### src/rtl/pt_walk_pkg.sv
package pt_walk_pkg;

  typedef enum logic [1:0] {
    WS_IDLE = 2'd0,
    WS_RD1  = 2'd1,
    WS_RD2  = 2'd2,
    WS_DONE = 2'd3
  } walk_state_e;

endpackage

### src/rtl/pt_rst_sync.sv
module pt_rst_sync (
  input  logic clk,
  input  logic rst_n,
  output logic rst_n_sync
);

  logic [1:0] sync_q;

  always_ff @(posedge clk or negedge rst_n) begin
    if (!rst_n) sync_q <= 2'b00;
    else        sync_q <= {sync_q[0], 1'b1};
  end

  assign rst_n_sync = sync_q[1];

endmodule

### src/rtl/pt_addr_gen.sv
module pt_addr_gen #(
  parameter int VA_W  = 32,
  parameter int OFS_W = 12,
  parameter int L1_W  = 10,
  parameter int L2_W  = 10,
  parameter int PTE_W = 32
) (
  input  logic [VA_W-1:0]        vaddr,
  input  logic [PTE_W-OFS_W-1:0] root_frame,
  input  logic [PTE_W-OFS_W-1:0] l1_frame,
  input  logic [PTE_W-OFS_W-1:0] l2_frame,
  input  logic                   sel_l2,
  output logic [PTE_W-1:0]       rd_addr,
  output logic [PTE_W-1:0]       paddr
);

  localparam int PA_W = PTE_W;
  localparam int L2_LO = OFS_W;
  localparam int L1_LO = OFS_W + L2_W;

  logic [L1_W-1:0]  idx1;
  logic [L2_W-1:0]  idx2;
  logic [OFS_W-1:0] ofs;
  logic [PA_W-1:0]  l1_addr;
  logic [PA_W-1:0]  l2_addr;

  // field split of the virtual address
  assign idx1 = vaddr[L1_LO +: L1_W];
  assign idx2 = vaddr[L2_LO +: L2_W];
  assign ofs  = vaddr[OFS_W-1:0];

  // table base plus index scaled by the 4-byte entry size
  assign l1_addr = {root_frame, {OFS_W{1'b0}}}
                 + {{(PA_W-L1_W-2){1'b0}}, idx1, 2'b00};
  assign l2_addr = {l1_frame, {OFS_W{1'b0}}}
                 + {{(PA_W-L2_W-2){1'b0}}, idx2, 2'b00};

  assign rd_addr = sel_l2 ? l2_addr : l1_addr;
  assign paddr   = {l2_frame, ofs};

endmodule

### src/rtl/pt_walk_fsm.sv
module pt_walk_fsm
  import pt_walk_pkg::*;
(
  input  logic        clk,
  input  logic        rst_n,
  input  logic        start,
  input  logic        rsp_valid,
  input  logic        rsp_ok,
  output walk_state_e state
);

  walk_state_e state_q, state_d;

  always_comb begin
    state_d = state_q;
    unique case (state_q)
      WS_IDLE: if (start)     state_d = WS_RD1;
      WS_RD1:  if (rsp_valid) state_d = rsp_ok ? WS_RD2 : WS_DONE;
      WS_RD2:  if (rsp_valid) state_d = WS_DONE;
      WS_DONE:                state_d = WS_IDLE;
      default:                state_d = WS_IDLE;
    endcase
  end

  always_ff @(posedge clk or negedge rst_n) begin
    if (!rst_n) state_q <= WS_IDLE;
    else        state_q <= state_d;
  end

  assign state = state_q;

  AST_L1_BAD_SKIPS_L2: assert property (@(posedge clk) disable iff (!rst_n)
    (state_q == WS_RD1 && rsp_valid && !rsp_ok) |=> state_q == WS_DONE);

  AST_DONE_SINGLE: assert property (@(posedge clk) disable iff (!rst_n)
    (state_q == WS_DONE) |=> state_q == WS_IDLE);

  AST_L2_AFTER_L1: assert property (@(posedge clk) disable iff (!rst_n)
    (state_q == WS_RD2) |-> $past(state_q) inside {WS_RD1, WS_RD2});

endmodule

### src/rtl/pt_walker.sv
module pt_walker
  import pt_walk_pkg::*;
#(
  parameter int VA_W  = 32,
  parameter int OFS_W = 12,
  parameter int L1_W  = 10,
  parameter int L2_W  = 10,
  parameter int PTE_W = 32
) (
  input  logic                   clk,
  input  logic                   rst_n,
  input  logic                   walk_start,
  input  logic [VA_W-1:0]        walk_vaddr,
  input  logic [PTE_W-OFS_W-1:0] root_frame,
  output logic                   walk_ready,
  output logic                   mem_rd_valid,
  output logic [PTE_W-1:0]       mem_rd_addr,
  input  logic                   mem_rsp_valid,
  input  logic [PTE_W-1:0]       mem_rsp_data,
  output logic                   done_valid,
  output logic                   done_fault,
  output logic                   done_level,
  output logic [PTE_W-1:0]       done_paddr,
  output logic [PTE_W-1:0]       done_entry
);

  localparam int FRAME_W = PTE_W - OFS_W;

  logic        rst_ns;
  walk_state_e state;

  logic [VA_W-1:0]    va_q;
  logic [FRAME_W-1:0] root_q;
  logic [FRAME_W-1:0] l1_q;
  logic               fault_q, level_q;
  logic [PTE_W-1:0]   paddr_q, entry_q;

  logic               accept, ld_l1, ld_res;
  logic               rsp_ok;
  logic [PTE_W-1:0]   gen_addr, gen_paddr;

  pt_rst_sync u_rst (
    .clk        (clk),
    .rst_n      (rst_n),
    .rst_n_sync (rst_ns)
  );

  assign rsp_ok = mem_rsp_data[0];

  pt_walk_fsm u_fsm (
    .clk       (clk),
    .rst_n     (rst_ns),
    .start     (walk_start),
    .rsp_valid (mem_rsp_valid),
    .rsp_ok    (rsp_ok),
    .state     (state)
  );

  pt_addr_gen #(
    .VA_W (VA_W), .OFS_W (OFS_W), .L1_W (L1_W), .L2_W (L2_W), .PTE_W (PTE_W)
  ) u_addr (
    .vaddr      (va_q),
    .root_frame (root_q),
    .l1_frame   (l1_q),
    .l2_frame   (mem_rsp_data[PTE_W-1:OFS_W]),
    .sel_l2     (state == WS_RD2),
    .rd_addr    (gen_addr),
    .paddr      (gen_paddr)
  );

  // clock enables
  assign accept = (state == WS_IDLE) && walk_start;
  assign ld_l1  = (state == WS_RD1) && mem_rsp_valid && rsp_ok;
  assign ld_res = mem_rsp_valid &&
                  (((state == WS_RD1) && !rsp_ok) || (state == WS_RD2));

  always_ff @(posedge clk or negedge rst_ns) begin
    if (!rst_ns) begin
      va_q   <= '0;
      root_q <= '0;
    end else if (accept) begin
      va_q   <= walk_vaddr;
      root_q <= root_frame;
    end
  end

  always_ff @(posedge clk or negedge rst_ns) begin
    if (!rst_ns)    l1_q <= '0;
    else if (ld_l1) l1_q <= mem_rsp_data[PTE_W-1:OFS_W];
  end

  always_ff @(posedge clk or negedge rst_ns) begin
    if (!rst_ns) begin
      fault_q <= 1'b0;
      level_q <= 1'b0;
      paddr_q <= '0;
      entry_q <= '0;
    end else if (ld_res) begin
      fault_q <= !rsp_ok;
      level_q <= (state == WS_RD2);
      paddr_q <= rsp_ok ? gen_paddr : '0;
      entry_q <= mem_rsp_data;
    end
  end

  assign walk_ready   = (state == WS_IDLE);
  assign mem_rd_valid = (state == WS_RD1) || (state == WS_RD2);
  assign mem_rd_addr  = gen_addr;
  assign done_valid   = (state == WS_DONE);
  assign done_fault   = fault_q;
  assign done_level   = level_q;
  assign done_paddr   = paddr_q;
  assign done_entry   = entry_q;

  AST_RD_ALIGNED: assert property (@(posedge clk) disable iff (!rst_ns)
    mem_rd_valid |-> mem_rd_addr[1:0] == 2'b00);

  AST_REQ_HELD: assert property (@(posedge clk) disable iff (!rst_ns)
    (mem_rd_valid && !mem_rsp_valid) |=> (mem_rd_valid && $stable(mem_rd_addr)));

  AST_PA_OFFSET: assert property (@(posedge clk) disable iff (!rst_ns)
    (done_valid && !done_fault) |-> done_paddr[OFS_W-1:0] == va_q[OFS_W-1:0]);

  AST_FAULT_PA_ZERO: assert property (@(posedge clk) disable iff (!rst_ns)
    (done_valid && done_fault) |-> done_paddr == '0);

  AST_READY_QUIET: assert property (@(posedge clk) disable iff (!rst_ns)
    walk_ready |-> (!mem_rd_valid && !done_valid));

  AST_DONE_PULSE: assert property (@(posedge clk) disable iff (!rst_ns)
    done_valid |=> (!done_valid && walk_ready));

endmodule

### config.mk
export PLATFORM = sky130hd
export DESIGN_NAME = pt_walker
export DESIGN_NICKNAME = d
export VERILOG_FILES = /design/src/rtl/pt_walk_pkg.sv /design/src/rtl/pt_rst_sync.sv /design/src/rtl/pt_addr_gen.sv /design/src/rtl/pt_walk_fsm.sv /design/src/rtl/pt_walker.sv
export SDC_FILE = /design/constraint.sdc
export NUM_CORES = 1
export LEC_CHECK = 0
export CORE_ASPECT_RATIO = 1.75
export CORE_MARGIN = 4
export CORE_UTILIZATION = 46
export DETAILED_ROUTE_END_ITERATION = 8
export PLACE_DENSITY = 0.78
export SKIP_LAST_GASP = 1
export SLEW_MARGIN = 20
export SYNTH_ARGS = -nofsm -noshare
export SYNTH_HDL_FRONTEND = slang
export SYNTH_HIERARCHICAL = 1
export SYNTH_SLANG_ARGS = --single-unit
### constraint.sdc
create_clock -name clk -period 8.5 [get_ports clk]
set_clock_uncertainty 0.2 [all_clocks]
set_input_delay 0.85 -clock clk [delete_from_list [all_inputs] [get_ports clk]]
set_output_delay 0.85 -clock clk [all_outputs]
set_load 0.03 [all_outputs]
==> flow_metrics.py <==
metrics = {
    "worst_setup_path": {
        "cp_num_buf_inv": 3,
        "critPathTopFamily": "buffers and inverters",
        "crit_cells": 5,
        "path_class": "reg2out",
        "crit_slowest_cell": "clkdlybuf4s50_1",
        "rr_worst_depth": 6,
        "arrival_ps": 3010,
        "worst_setup_path_start_kind": "register",
        "path_cells": "inv_1, ha_2, buf_4, mux2_4, clkdlybuf4s50_1",
        "required_ps": 7450,
        "crit_path_max_incr_delay_ps": 600,
        "rrSetupSlack_ps": 5950,
        "crit_fanout": 22,
        "critPathCaptureType": "output pin",
    },
    "final_layout": {
        "n_antenna_cell": 0,
        "syn2layout_area_growth_pct": 35.8,
        "regArea_um2": 3560,
        "nets": 715,
        "utilization": 0.640,
        "nFillCells": 1047,
        "multi_input_area_um2": 2530,
        "layout-drive-gt1-share": 0.287,
    },
    "drt": {
        "drt_first_iter_violations": 138,
        "route.antenna.remaining_nets": 0,
        "wl_per_cell_um": 20.1,
        "dr.pass1.iters": 6,
        "totalWireLength_um": 16300,
        "drcViolationCount": 0,
        "viasPerCell": 5.20,
        "dr_total_vias": 4204,
    },
    "floorplanning": {
        "fp.dieArea_um2": 16300,
        "initial_core_util": 0.471,
        "rows": 57,
        "coreArea_um2": 13900,
        "die_x_um": 98.2,
        "die_h_um": 166,
        "pin_count": 189,
    },
    "sta": {
        "hold_viol_final": 0,
        "period_share": 0.478,
        "rsz0062_at_grt": "no",
        "timing.setup.tns_ps": 0,
        "fin_worst_hold_slack_ps": 175,
        "finalSetupViolCount": 0,
        "worst_slew_pin_slew_ps": 992,
        "slew_viol_final": 0,
        "fmax_mhz": 246,
        "max_slew_margin": 0.336,
        "finalCriticalPeriod_ps": 4060,
    },
    "clock_tree": {
        "path_clk_slew_ps": 60,
        "cts_resized": 0,
        "clock_sinks": 142,
        "clk-insertion-delay-late_ps": 400,
        "cts_max_level": 4,
        "clock_path_buffers": 2,
        "cts_tree": "yes",
        "cts_root_buf": "clkbuf_16",
        "numCtsBuffers": 17,
        "holdBufCountCts": 0,
        "postCtsSetupBuffers": 0,
    },
    "logic_synthesis": {
        "yosysUniqueCellTypes": 27,
        "synth_top_family_by_area": "multiplexers",
        "yosysWarnings": 6,
        "synthSimpleGateAreaFrac": 0.0500,
        "synth_fa_ha_area_frac": 0.0134,
        "synth_area_um2": 6550,
        "syn_area_per_cell_um2": 13.9,
        "synth_xor_area_frac": 0,
        "synth.area.mux_share": 0.266,
        "synth-compound-area-share": 0.0514,
        "seq_area_frac_synth": 0.542,
        "ys_seq_elements": 142,
        "syn_inst": 470,
    },
    "place": {
        "port_buffers": 186,
        "gp_congestion": 0.804,
        "place_hpwl_um": 11500,
    },
    "global_routing": {
        "track_usage": 0.202,
        "grt_pass1_vias": 4734,
        "grt_max_degree": 79,
        "antenna_found_initial": 0,
        "grt_pass1_wl_um": 25800,
        "grt-ovfl-total": 0,
    },
    "power": {
        "power_density_nw_per_um2": 476,
        "peakVddDrop_uv": 240,
        "report.power.total_mw": 4.24,
        "power_leakage_nw": 3.98,
    },
    "outcome": {
        "status": "complete, no violations",
    },
    "job": {
        "drv_cap": 0,
    },
    "hold_path": {
        "min_path_cells": 0,
        "hold_path_class": "reg2reg",
    },
}
cells in the final DEF, fill, tap and decap left out, types with 2 or more instances in the layout:
cell             netlist  final
mux2_2                71     71
conb_1                 2      3
nand4_1                2      2
nand3_1                2      2
buf_4                 35      5
nand2_1               66     65
clkinvlp_4             0      2
o21ai_4                1      2
clkdlybuf4s50_1        0    185
ha_1                   7      6
bufinv_16              0      5
inv_6                  0      4
a32oi_1               30     30
dfrtp_1              142    141
clkbuf_16              0     17
inv_1                  6      6
mux2_4                63     63
nor2_1                 4      4
nor2b_4                1      2
cell type report:
| type | count | area share |
|---|---|---|
| inverter | 6 | 0.00253 |
| clock inverter | 12 | 0.0235 |
| timing repair buffer | 192 | 0.216 |
| sequential | 142 | 0.400 |
| clock buffer | 18 | 0.0493 |
| multi-input combinational | 261 | 0.284 |
| tap | 177 | 0.0249 |
metal layers:
| layer | share of wire | global-route usage | vias to the layer above |
|---|---|---|---|
| met5 | 0 | 0 | - |
| met4 | 0.030 | 0.0838 | 0 |
| met3 | 0.044 | 0.0450 | 26 |
| met2 | 0.57 | 0.377 | 118 |
| met1 | 0.36 | 0.216 | 2155 |
| li1 | - | - | 1905 |
where the power goes:
group	switching, mW	leakage, nW	internal (mW)
clock	0.282	0.310	0.530
combinational	1.11	2.01	1.06
sequential	0.231	1.66	1.02
cells by family (layout without fill, tap and decap cells):
family,after synthesis,in the layout
AND/OR/NAND/NOR,79,79
flip-flops,142,142
AO/OA/AOI/OAI,38,38
other,2,3
buffers and inverters,68,228
multiplexers,134,134
adder cells (fa/ha/maj),7,7
worst register-to-register path: cells and delay by family (launching register included):
kind            cells  cell delay [ps]
simple gates        2              590
fa+ha+maj           1              570
buf+inv             2              510
flops               1              450
compound gates      1              170
synth_stat cells:
cell / n / share of area
a21o_1: 1 / 0.0011
a2bb2oi_1: 1 / 0.0013
a31oi_1: 1 / 0.00096
a32oi_1: 30 / 0.040
and2_1: 1 / 0.00096
buf_2: 9 / 0.0069
buf_4: 35 / 0.040
buf_6: 13 / 0.022
clkbuf_1: 5 / 0.0029
conb_1: 2 / 0.0011
dfrtp_1: 142 / 0.54
ha_1: 7 / 0.013
inv_1: 6 / 0.0034
mux2_2: 71 / 0.12
mux2_4: 63 / 0.14
nand2_1: 66 / 0.038
nand2b_1: 1 / 0.00096
nand3_1: 2 / 0.0015
nand3_2: 1 / 0.0015
nand4_1: 2 / 0.0019
nor2_1: 4 / 0.0023
nor2b_1: 1 / 0.00096
nor2b_4: 1 / 0.0021
o21ai_2: 2 / 0.0027
o21ai_4: 1 / 0.0025
o21bai_2: 1 / 0.0017
o22ai_1: 1 / 0.00096
registers in the layout, summed over array words and instances (netlist names):
name,flops
done_entry,32
done_paddr,32
va_q,32
l1_q,20
root_q,20
u_fsm/state,2
u_rst/sync_q,2
done_fault,1
done_level,1
final timing paths:
| path | start | end |
|---|---|---|
| max | u_fsm/state[0]$_DFFE_PN0P_ | mem_rd_addr[11] |
| min | u_rst/sync_q[0]$_DFF_PN0_ | u_rst/sync_q[1]$_DFF_PN0_ |
| max reg2reg | u_fsm/state[0]$_DFFE_PN0P_ | done_paddr[28]$_DFFE_PN0P_ |
| min reg2reg | u_rst/sync_q[0]$_DFF_PN0_ | u_rst/sync_q[1]$_DFF_PN0_ |
| max in group asynchronous | u_rst/sync_q[1]$_DFF_PN0_ | va_q[15]$_DFFE_PN0P_ |
| min in group asynchronous | u_rst/sync_q[1]$_DFF_PN0_ | done_paddr[1]$_DFFE_PN0P_ |
per-stage QoR:
step	worst slack (ps)	area (µm²)	std cells
after floorplan	4050	6560	471
after global placement	4940	8220	777
after detailed placement	4860	8220	777
after CTS	4410	8870	807
after global routing	4290	8900	808
final	4440	8900	808
No activity file was read; power rests on OpenSTA's default activity.
